<file path="src/rtl/pwmaq_pkg.sv">
package pwmaq_pkg;

   typedef enum logic [1:0] {
      ACT_NONE   = 2'b00,
      ACT_LOW    = 2'b01,
      ACT_HIGH   = 2'b10,
      ACT_TOGGLE = 2'b11
   } act_e;

   // field order fixes the bit layout of a table write (MSB first)
   typedef struct packed {
      act_e cb_dn;
      act_e cb_up;
      act_e ca_dn;
      act_e ca_up;
      act_e at_prd;
      act_e at_zero;
   } act_tbl_t;

   typedef enum logic [1:0] {
      LD_ZERO   = 2'b00,
      LD_PRD    = 2'b01,
      LD_EITHER = 2'b10,
      LD_FREEZE = 2'b11
   } ld_sel_e;

   typedef enum logic [1:0] {
      SY_NONE = 2'b00,
      SY_OR   = 2'b01,
      SY_ONLY = 2'b10,
      SY_RSVD = 2'b11
   } sy_sel_e;

   typedef struct packed {
      sy_sel_e sync_sel;
      ld_sel_e ld_sel;
      logic    imm;
   } ld_cfg_t;

   typedef struct packed {
      logic zero;
      logic prd;
      logic ca_up;
      logic ca_dn;
      logic cb_up;
      logic cb_dn;
   } evt_t;

   typedef enum logic [1:0] {
      CF_OFF  = 2'b00,
      CF_LOW  = 2'b01,
      CF_HIGH = 2'b10,
      CF_IDLE = 2'b11
   } cf_e;

   localparam int unsigned ADDR_TBL0    = 0;
   localparam int unsigned ADDR_CFG     = 2;
   localparam int unsigned ADDR_ONESHOT = 3;
   localparam int unsigned ADDR_CONT    = 4;
   localparam int unsigned CFG_LANE     = 8;
   localparam int unsigned FRC_LANE     = 2;

endpackage

</file>
<file path="src/rtl/pwmaq_evt_decode.sv">
module pwmaq_evt_decode
   import pwmaq_pkg::*;
#(
   parameter int CW = 16
) (
   input  logic [CW-1:0] cnt,
   input  logic          cnt_up,
   input  logic [CW-1:0] period,
   input  logic [CW-1:0] cmp_a,
   input  logic [CW-1:0] cmp_b,
   output evt_t          evt
);

   logic hit_a;
   logic hit_b;

   assign hit_a = (cnt == cmp_a);
   assign hit_b = (cnt == cmp_b);

   always_comb begin
      evt.zero  = (cnt == '0);
      evt.prd   = (cnt == period);
      evt.ca_up = hit_a &&  cnt_up;
      evt.ca_dn = hit_a && !cnt_up;
      evt.cb_up = hit_b &&  cnt_up;
      evt.cb_dn = hit_b && !cnt_up;
   end

   // the two halves of one compare never fire together
   always_comb begin
      assert_dir_split_R2: assert ($countones({evt.ca_up, evt.ca_dn}) <= 1
                                   && $countones({evt.cb_up, evt.cb_dn}) <= 1);
   end

endmodule

</file>
<file path="src/rtl/pwmaq_tbl_buffer.sv">
module pwmaq_tbl_buffer
   import pwmaq_pkg::*;
(
   input  logic     clk,
   input  logic     rst_n,
   input  ld_cfg_t  cfg,
   input  logic     at_zero,
   input  logic     at_prd,
   input  logic     sync_in,
   input  logic     wr_tbl,
   input  act_tbl_t wr_val,
   output act_tbl_t active
);

   act_tbl_t shadow_q;
   act_tbl_t active_q;
   logic     bound_hit;
   logic     load_go;

   always_comb begin
      unique case (cfg.ld_sel)
         LD_ZERO:   bound_hit = at_zero;
         LD_PRD:    bound_hit = at_prd;
         LD_EITHER: bound_hit = at_zero || at_prd;
         LD_FREEZE: bound_hit = 1'b0;
      endcase
   end

   always_comb begin
      unique case (cfg.sync_sel)
         SY_OR:   load_go = bound_hit || sync_in;
         SY_ONLY: load_go = sync_in;
         SY_NONE,
         SY_RSVD: load_go = bound_hit;
      endcase
      if (cfg.ld_sel == LD_FREEZE || cfg.imm) begin
         load_go = 1'b0;
      end
   end

   always_ff @(posedge clk) begin
      if (!rst_n) begin
         active_q <= '0;
         shadow_q <= '0;
      end else begin
         if (wr_tbl && cfg.imm) begin
            active_q <= wr_val;
         end else if (load_go) begin
            active_q <= shadow_q;
         end
         if (wr_tbl && !cfg.imm) begin
            shadow_q <= wr_val;
         end
      end
   end

   assign active = active_q;

   assert_freeze_hold_R6: assert property (@(posedge clk) disable iff (!rst_n)
      (cfg.ld_sel == LD_FREEZE && !(wr_tbl && cfg.imm)) |=> $stable(active_q));

   assert_imm_write_R4: assert property (@(posedge clk) disable iff (!rst_n)
      (wr_tbl && cfg.imm) |=> (active_q == $past(wr_val)));

   assert_shadow_quiet_R5: assert property (@(posedge clk) disable iff (!rst_n)
      (wr_tbl && !cfg.imm && !sync_in && !at_zero && !at_prd) |=> $stable(active_q));

endmodule

</file>
<file path="src/rtl/pwmaq_out_stage.sv">
module pwmaq_out_stage
   import pwmaq_pkg::*;
(
   input  logic     clk,
   input  logic     rst_n,
   input  act_tbl_t tbl,
   input  evt_t     evt,
   input  act_e     os_act,
   input  cf_e      cf,
   output logic     pwm
);

   act_e pick;
   logic pwm_q;
   logic pwm_nxt;

   // later assignments win: lowest priority first
   always_comb begin
      pick = ACT_NONE;
      if (evt.prd   && tbl.at_prd  != ACT_NONE) pick = tbl.at_prd;
      if (evt.zero  && tbl.at_zero != ACT_NONE) pick = tbl.at_zero;
      if (evt.ca_dn && tbl.ca_dn   != ACT_NONE) pick = tbl.ca_dn;
      if (evt.ca_up && tbl.ca_up   != ACT_NONE) pick = tbl.ca_up;
      if (evt.cb_dn && tbl.cb_dn   != ACT_NONE) pick = tbl.cb_dn;
      if (evt.cb_up && tbl.cb_up   != ACT_NONE) pick = tbl.cb_up;
      if (os_act != ACT_NONE)                   pick = os_act;
   end

   always_comb begin
      unique case (pick)
         ACT_NONE:   pwm_nxt = pwm_q;
         ACT_LOW:    pwm_nxt = 1'b0;
         ACT_HIGH:   pwm_nxt = 1'b1;
         ACT_TOGGLE: pwm_nxt = !pwm_q;
      endcase
      if (cf == CF_LOW) begin
         pwm_nxt = 1'b0;
      end else if (cf == CF_HIGH) begin
         pwm_nxt = 1'b1;
      end
   end

   always_ff @(posedge clk) begin
      if (!rst_n) begin
         pwm_q <= 1'b0;
      end else begin
         pwm_q <= pwm_nxt;
      end
   end

   assign pwm = pwm_q;

   assert_cf_low_R10: assert property (@(posedge clk) disable iff (!rst_n)
      (cf == CF_LOW) |=> !pwm_q);

   assert_cf_high_R10: assert property (@(posedge clk) disable iff (!rst_n)
      (cf == CF_HIGH) |=> pwm_q);

   assert_oneshot_high_R9: assert property (@(posedge clk) disable iff (!rst_n)
      (os_act == ACT_HIGH && cf != CF_LOW) |=> pwm_q);

   assert_cb_over_ca_R3: assert property (@(posedge clk) disable iff (!rst_n)
      (cf == CF_OFF && os_act == ACT_NONE && evt.cb_up && tbl.cb_up == ACT_HIGH)
      |=> pwm_q);

   assert_quiet_hold_R1: assert property (@(posedge clk) disable iff (!rst_n)
      (cf != CF_LOW && cf != CF_HIGH && os_act == ACT_NONE
       && !(evt.zero || evt.prd || evt.ca_up || evt.ca_dn || evt.cb_up || evt.cb_dn))
      |=> $stable(pwm_q));

endmodule

</file>
<file path="src/rtl/pwm_action_qual.sv">
module pwm_action_qual
   import pwmaq_pkg::*;
#(
   parameter int CW = 16,
   parameter int AW = 3,
   parameter int DW = 16
) (
   input  logic          clk,
   input  logic          rst_n,
   input  logic [CW-1:0] cnt,
   input  logic          cnt_up,
   input  logic [CW-1:0] period,
   input  logic [CW-1:0] cmp_a,
   input  logic [CW-1:0] cmp_b,
   input  logic          sync_in,
   input  logic          wr_en,
   input  logic [AW-1:0] wr_addr,
   input  logic [DW-1:0] wr_data,
   output logic          pwm_a,
   output logic          pwm_b
);

   localparam int NCH    = 2;
   localparam int TBL_W  = $bits(act_tbl_t);
   localparam int CFG_W  = $bits(ld_cfg_t);
   localparam int FRC_W  = $bits(cf_e);
   localparam int USED_W = CFG_LANE * (NCH - 1) + CFG_W;

   if (CW < 2) begin : g_chk_cw
      $error("counter width must be at least 2");
   end
   if (AW < 3) begin : g_chk_aw
      $error("address width must reach address 4");
   end
   if (DW <= USED_W || DW < TBL_W) begin : g_chk_dw
      $error("data width too narrow for the configuration word");
   end

   evt_t             evt;
   logic             wr_cfg;
   logic             wr_os;
   logic             wr_cf;
   logic [NCH-1:0]   pwm_q;
   logic             unused_hi;

   assign wr_cfg    = wr_en && (wr_addr == AW'(ADDR_CFG));
   assign wr_os     = wr_en && (wr_addr == AW'(ADDR_ONESHOT));
   assign wr_cf     = wr_en && (wr_addr == AW'(ADDR_CONT));
   assign unused_hi = ^wr_data[DW-1:USED_W];

   pwmaq_evt_decode #(.CW(CW)) u_evt (
      .cnt    (cnt),
      .cnt_up (cnt_up),
      .period (period),
      .cmp_a  (cmp_a),
      .cmp_b  (cmp_b),
      .evt    (evt)
   );

   for (genvar c = 0; c < NCH; c++) begin : g_ch
      logic     wr_tbl;
      ld_cfg_t  cfg_q;
      act_e     os_q;
      cf_e      cf_q;
      act_tbl_t act_tbl;

      assign wr_tbl = wr_en && (wr_addr == AW'(ADDR_TBL0 + c));

      always_ff @(posedge clk) begin
         if (!rst_n) begin
            cfg_q <= '0;
            os_q  <= ACT_NONE;
            cf_q  <= CF_OFF;
         end else begin
            if (wr_cfg) begin
               cfg_q <= ld_cfg_t'(wr_data[c*CFG_LANE +: CFG_W]);
            end
            os_q <= wr_os ? act_e'(wr_data[c*FRC_LANE +: FRC_W]) : ACT_NONE;
            if (wr_cf) begin
               cf_q <= cf_e'(wr_data[c*FRC_LANE +: FRC_W]);
            end
         end
      end

      pwmaq_tbl_buffer u_buf (
         .clk     (clk),
         .rst_n   (rst_n),
         .cfg     (cfg_q),
         .at_zero (evt.zero),
         .at_prd  (evt.prd),
         .sync_in (sync_in),
         .wr_tbl  (wr_tbl),
         .wr_val  (act_tbl_t'(wr_data[TBL_W-1:0])),
         .active  (act_tbl)
      );

      pwmaq_out_stage u_out (
         .clk    (clk),
         .rst_n  (rst_n),
         .tbl    (act_tbl),
         .evt    (evt),
         .os_act (os_q),
         .cf     (cf_q),
         .pwm    (pwm_q[c])
      );

      assert_oneshot_once_R9: assert property (@(posedge clk) disable iff (!rst_n)
         (os_q != ACT_NONE && !wr_os) |=> (os_q == ACT_NONE));
   end

   assign pwm_a = pwm_q[0];
   assign pwm_b = pwm_q[1];

endmodule

</file>
<file path="config.mk">
export PLATFORM = sky130hd
export DESIGN_NAME = pwm_action_qual
export DESIGN_NICKNAME = d
export VERILOG_FILES = /design/src/rtl/pwmaq_pkg.sv /design/src/rtl/pwmaq_evt_decode.sv /design/src/rtl/pwmaq_tbl_buffer.sv /design/src/rtl/pwmaq_out_stage.sv /design/src/rtl/pwm_action_qual.sv
export SDC_FILE = /design/constraint.sdc
export NUM_CORES = 1
export LEC_CHECK = 0
export CORE_MARGIN = 1
export CORE_UTILIZATION = 40
export CTS_CLUSTER_DIAMETER = 200
export DETAILED_ROUTE_END_ITERATION = 6
export DONT_BUFFER_PORTS = 1
export GPL_TIMING_DRIVEN = 0
export HOLD_SLACK_MARGIN = 0.03
export PLACE_DENSITY = 0.57
export SYNTH_ARGS = -nofsm -noshare
export SYNTH_HDL_FRONTEND = slang
export SYNTH_SLANG_ARGS = --single-unit
export TNS_END_PERCENT = 1
</file>
<file path="constraint.sdc">
create_clock -name clk -period 5.3 [get_ports clk]
set_clock_uncertainty 0.1 [all_clocks]
set_input_delay 0.53 -clock clk [delete_from_list [all_inputs] [get_ports clk]]
set_output_delay 0.53 -clock clk [all_outputs]
set_load 0.01 [all_outputs]
</file>
==> results.py, run 1 <==
metrics = {
    "logic_synthesis": {
        "synth_nets": 527,
        "synth_top_flop_cell": "dfxtp_1",
        "seq_area_frac_synth_pct": 34.64,
        "synth_top_area_cell": "dfxtp_1",
        "synth_commonest_cells": "68 x dfxtp_1, 61 x nand2_1, 53 x mux2i_1",
        "synth-edff-count": 0,
        "synth_top_cell_area_share_pct": 34.64,
        "yosys_register_bits": 68,
        "yosys_warnings": 0,
        "synth_most_common_cell": "dfxtp_1",
        "synthArstFlopShare_pct": 0,
        "syn_area_per_cell_um2": 9.035,
        "synth_cell_types": 43,
        "syn_area_um2": 3930,
        "synth_cells": 435,
        "synth_area_leaders": "dfxtp_1 35%, mux2i_1 13%, xnor2_1 11%",
    },
    "setup_path": {
        "ff2ff_path_depth": 9,
        "critical_path.cell_chain": "inv_1 -> ha_1 -> nor2_1 -> nor3b_1 -> a21oi_1 -> buf_4 -> mux2i_1 -> nand2_1 -> o211a_1",
        "cp.arrival_ns": 2.57,
        "cp_slowest_stage_delay_ns": 0.53,
        "slowest_stage": "a21oi_1",
        "required_ns": 5.45,
        "reg2reg_from": "g_ch[0].cfg_q[3]",
        "cp-start-kind": "flop",
        "rr_endpoint": "g_ch[0].u_buf.active[7]",
        "r2r_slack_ns": 2.89,
        "worstSetupPathType": "flop to flop",
        "cp-end-kind": "flop",
        "crit_fanout": 10,
    },
    "clocking": {
        "numCtsBuffers": 9,
        "cts_max_level": 3,
        "path_clk_slew_ns": 0.08,
        "clockBufferDepth": 2,
        "post_cts_buffers": 0,
        "cts_hold_buf": 0,
        "cts-root-buf": "clkbuf_8",
        "cts_tree": "yes",
        "insertion_delay_ns": 0.35,
        "cts_resized": 0,
        "clock-sinks": 68,
    },
    "global_route": {
        "grt_max_degree": 13,
        "antenna_found_initial": 0,
        "grt_util_met3_pct": 5.409,
        "grt.busiest_layer": "met2",
        "grtUsageMet2_pct": 35.53,
        "grt_pass1_vias": 3178,
        "grt_first_pass_wirelength_um": 16470,
        "met1_usage_pct": 27.65,
        "overflow": 0,
        "grt_use_total_pct": 21.61,
    },
    "route": {
        "avgViaCountPerCell": 5.491,
        "first_pass_iters": 4,
        "drt_first_iter_violations": 145,
        "wl_per_cell_um": 18.52,
        "drc": 0,
        "vias": 3185,
        "drt-total-wl_um": 10740,
        "postRouteAntennaNets": 0,
    },
    "floorplan": {
        "core_area_um2": 9371,
        "dieHeight_um": 101.1,
        "rows": 35,
        "io_pins": 90,
        "die_w_um": 101.1,
        "start_util_pct": 41.94,
        "dieArea_um2": 10230,
    },
    "finish": {
        "diodes": 0,
        "fin_nets": 538,
        "seqCellArea_um2": 1361,
        "multi_input_area_um2": 2431,
        "fill_cells": 950,
        "synthToLayoutAreaGrowth_pct": 9.233,
        "final_util_pct": 45.81,
        "layout-drive-gt1-share_pct": 6.874,
    },
    "pwr": {
        "power_density_nw_per_um2": 246.1,
        "p_leak_nw": 1.844,
        "vdd_drop_max_mv": 0.1352,
        "power.total_mw": 1.057,
    },
    "timing": {
        "layout_min_cycle_time_ns": 2.415,
        "final_hold_viol_count": 0,
        "max_slew_margin_pct": 53.94,
        "fin_crit_sh_pct": 45.57,
        "setup-tns-final_ns": 0,
        "fmax_mhz": 414.1,
        "rsz0062_at_grt": "false",
        "timing.hold.ws_ns": 0.2040,
        "slew_viol_final": 0,
        "setup_viol": 0,
        "tightestPinTransition_ns": 0.6845,
    },
    "placed_design": {
        "place_hpwl_um": 8129,
        "portBuffers": 0,
        "place_congestion": 0.8505,
    },
    "hold_path": {
        "min_from": "wr_data[1]",
        "hp-class": "input port to flop",
        "hold_path_end": "g_ch[0].os_q[1]",
        "worst_hold_path.num_cells": 1,
    },
    "flow_run": {
        "drv_cap": 0,
    },
    "status": {
        "status": "finished, final reports clean",
    },
}
[flip-flops by register name, indices dropped and copies added (netlist names)]
register,flops
g_ch.cf_q,4
g_ch.cfg_q,10
g_ch.u_buf.active,24
g_ch.os_q,4
g_ch.u_out.pwm,2
g_ch.u_buf.shadow_q,24
[cell type report]
class / instances / share of cell area (%)
Buffer: 22 / 2.332
Clock buffer: 10 / 3.206
Clock inverter: 6 / 1.486
Inverter: 10 / 0.8744
Multi-Input combinational cell: 335 / 56.63
Sequential cell: 68 / 31.71
Tap cell: 129 / 3.760
[per-stage QoR]
| stage | area [um2] | cells | setup WS [ns] |
|---|---|---|---|
| after floorplan | 3930 | 435 | 3.160 |
| after global placement | 4091 | 564 | 2.600 |
| after detailed placement | 4091 | 564 | 2.580 |
| after CTS | 4293 | 580 | 2.881 |
| after global routing | 4293 | 580 | 2.706 |
| final | 4293 | 580 | 2.885 |
[critical path, delay by kind of cell, from the launching register on]
family	cells	cell delay, ns
AO/OA/AOI/OAI	2	0.67
buffers and inverters	2	0.39
flip-flops	1	0.36
adder cells (fa/ha/maj)	1	0.28
AND/OR/NAND/NOR	3	0.31
multiplexers	1	0.21
[where the power goes]
part / leakage, nW / internal, mW / switching (mW)
sequential: 0.549 / 0.518 / 0.00558
clock: 0.0983 / 0.229 / 0.209
combinational: 1.20 / 0.0502 / 0.0442
[layout by cell type (no fill, tap or decap), types with 6 or more instances in the layout]
master and n:
dfxtp_1 68, nand2_1 61, mux2i_1 53, xnor2_1 48
nor2b_1 31, o211a_1 24, clkbuf_1 15, nor2_1 15
nand4_1 13, a21oi_1 12, inv_1 10, a21boi_0 10
clkbuf_8 10, o21ai_0 7, nor4_1 6
[kinds of logic (layout without fill, tap and decap cells)]
| logic type | after synthesis | in the layout | synth area share (%) |
|---|---|---|---|
| fa+ha+maj | 5 | 5 | 1.528 |
| mux | 55 | 55 | 14.07 |
| simple gates | 151 | 151 | 20.09 |
| flops | 68 | 68 | 34.64 |
| buf+inv | 32 | 48 | 3.502 |
| compound gates | 76 | 76 | 15.47 |
| xor+xnor | 48 | 48 | 10.70 |
[layer usage]
| layer | up-vias | share of wire (%) | wire, um |
|---|---|---|---|
| li1 | 1560 | - | - |
| met1 | 1520 | 46 | 4911 |
| met2 | 90 | 46 | 4920 |
| met3 | 15 | 6.9 | 744 |
| met4 | 0 | 1.5 | 166 |
| met5 | - | 0 | 0 |
[how the worst max path moves through the flow]
stage                          start                 endpoint  slack (ns)  cells after the start
floorplan                     cnt[9]        g_ch[0].u_out.pwm        3.16                      7
global route        g_ch[0].cfg_q[3]  g_ch[0].u_buf.active[6]        2.71                      9
finish              g_ch[0].cfg_q[3]  g_ch[0].u_buf.active[7]        2.89                      9
CTS                 g_ch[0].cfg_q[3]  g_ch[0].u_buf.active[0]        2.88                      9
detailed placement         period[7]  g_ch[0].u_buf.active[7]        2.58                      8
global placement           period[7]  g_ch[0].u_buf.active[8]        2.60                      8
Power figures use the tool's default switching activity.
==> inputs of run 2 (changes only) <==
Clock period 5.3 ns to 2.25 ns, I/O delays scaled along.
==> results.py, run 2 (same netlist as run 1, synthesis figures left out) <==
metrics = {
    "clocking": {
        "cts-root-buf": "clkbuf_8",
        "numCtsBuffers": 9,
        "clockBufferDepth": 2,
        "clock-sinks": 68,
        "insertion_delay_ns": 0.35,
        "cts_tree": "yes",
        "cts_max_level": 3,
        "path_clk_slew_ns": 0.08,
    },
    "finish": {
        "finalInstanceArea_um2": 4453,
        "layout_commonest_cell": "dfxtp_1",
        "diodes": 0,
        "layout-drive-gt1-share_pct": 7.709,
        "layout_common_cells": "68 x dfxtp_1, 61 x nand2_1, 53 x mux2i_1",
        "fin_nets": 554,
        "synthToLayoutAreaGrowth_pct": 13.31,
        "fin_cells": 596,
    },
    "pwr": {
        "vdd_drop_max_mv": 0.3482,
        "power_frac_clock_pct": 40.7,
        "p_leak_nw": 1.913,
        "seqPwrFrac_pct": 48.7,
        "switching_power_uw": 636.9,
        "p_int_mw": 1.895,
        "power.total_mw": 2.532,
        "swShare_pct": 25.15,
        "power_density_nw_per_um2": 568.7,
        "combPwrFrac_pct": 10.5,
    },
    "timing": {
        "rsz0062_at_grt": "true",
        "fin_crit_sh_pct": 93.91,
        "final_hold_viol_count": 0,
        "slew_viol_final": 0,
        "layout_min_cycle_time_ns": 2.113,
        "max_slew_margin_pct": 52.61,
        "tightestPinTransition_ns": 0.7044,
        "setup_viol": 0,
        "fmax_mhz": 473.2,
        "setup_ws_ns": 0.1369,
    },
    "setup_path": {
        "cp-end-kind": "flop",
        "worstSetupPathType": "flop to flop",
        "worst_path_most_repeated_cell": "buf_4",
        "cp-start-kind": "flop",
        "worst-path-buf-inv": 3,
        "cp.arrival_ns": 2.26,
        "critical_path.cell_chain": "inv_1 -> ha_1 -> nor2_1 -> o41ai_1 -> a21oi_2 -> buf_4 -> buf_4 -> mux2i_1 -> nand2_1 -> o211a_1",
        "crit_fanout": 10,
        "crit_family": "compound AO/OA/AOI/OAI gates",
        "required_ns": 2.40,
        "slowest_stage": "o41ai_1",
        "cp_slowest_stage_delay_ns": 0.38,
    },
    "global_route": {
        "grt_pass1_vias": 3253,
        "overflow": 0,
        "grt_first_pass_wirelength_um": 16880,
        "antenna_found_initial": 0,
        "grt_use_total_pct": 22.20,
        "grt_max_degree": 13,
    },
    "route": {
        "drt_first_iter_violations": 172,
        "postRouteAntennaNets": 0,
        "wl_per_cell_um": 18.53,
        "drt-total-wl_um": 11040,
        "first_pass_iters": 4,
        "avgViaCountPerCell": 5.477,
        "vias": 3264,
        "drc": 0,
    },
    "floorplan": {
        "start_util_pct": 41.94,
        "rows": 35,
        "core_area_um2": 9371,
        "die_w_um": 101.1,
        "io_pins": 90,
        "dieHeight_um": 101.1,
        "dieArea_um2": 10230,
    },
    "placed_design": {
        "portBuffers": 0,
        "place_hpwl_um": 8129,
        "place_inst": 564,
        "post-place-ws_ns": -0.1652,
        "place_congestion": 0.8505,
        "place_area_um2": 4091,
    },
    "status": {
        "status": "finished, final reports clean",
    },
    "hold_path": {
        "hp-class": "input port to flop",
    },
    "flow_run": {
        "drv_cap": 0,
    },
}
-- run 2: cell types whose count changed in the layout (fill, tap and decap cells not counted) --
cell	delta
dlygate4sd3_1	+13
buf_4	+3
a21oi_1	-2
a21oi_2	+2
-- run 2: worst reg2reg max path, cell delays in order, from the launching register on --
cell,delay (ns)
dfxtp_1,0.36
inv_1,0.05
ha_1,0.27
nor2_1,0.05
o41ai_1,0.38
a21oi_2,0.05
buf_4,0.18
buf_4,0.20
mux2i_1,0.16
nand2_1,0.07
o211a_1,0.14
-- run 2: power groups by stage --
stage                     registers, mW  clock network [mW]  logic [mW]
after global routing               1.24                1.10       0.290
after CTS                          1.23                1.04       0.266
final                              1.23                1.03       0.267
after floorplan                    1.26                   0       0.186
after detailed placement           1.26                   0       0.222
after global placement             1.26                   0       0.220
-- run 2: path summary, 6_finish.rpt --
check,from,to,slack [ns],cells after the start
worst max-delay path,g_ch[0].cfg_q[3],g_ch[0].u_buf.active[4],0.14,10
worst max register to register,g_ch[0].cfg_q[3],g_ch[0].u_buf.active[4],0.14,10
worst min register to register,g_ch[0].os_q[1],g_ch[0].u_out.pwm,0.36,2
worst min-delay path,rst_n,g_ch[0].u_out.pwm,0.05,4
-- run 2: per-stage QoR --
stage | utilization [%] | setup TNS (ns) | hold slack (ns)
global placement | 43.66 | -1.384 | 0.2507
finish | 47.52 | 0 | 0.04893
floorplan | - | 0 | 0.2467
global route | 47.52 | -0.001367 | 0.06992
detailed placement | 43.66 | -1.675 | 0.2521
CTS | 47.24 | 0 | 0.04623
-- run 2: final cells by class --
| type | instances | area [um2] |
|---|---|---|
| plain buffers | 22 | 100.1 |
| clock buffers | 10 | 137.6 |
| clock inverters | 6 | 63.81 |
| fillers | 944 | 4918 |
| inverters | 10 | 37.54 |
| multi-input cells | 335 | 2439 |
| flip-flops and latches | 68 | 1361 |
| well taps | 129 | 161.4 |
| repair buffers | 16 | 152.6 |
-- run 2: routing by layer --
layer  GRT usage (%)  vias up  part of all wire [%]  wire (um)
met3           4.924       15                   6.7        740
met5               0        -                     0          0
li1                -     1595                     -          -
met4           7.246        0                   1.5        164
met1           28.50     1556                    45       4941
met2           36.94       98                    47       5198
-- run 2: what timing repair did --
item | CTS | global route
buffers inserted | 0 | 3
gates resized for setup | 1 | 1
hold buffers | 13 | 0
hold endpoints to repair | 66 | 0
pin swaps | 0 | 1
endpoints found under the setup margin | 10 | 14
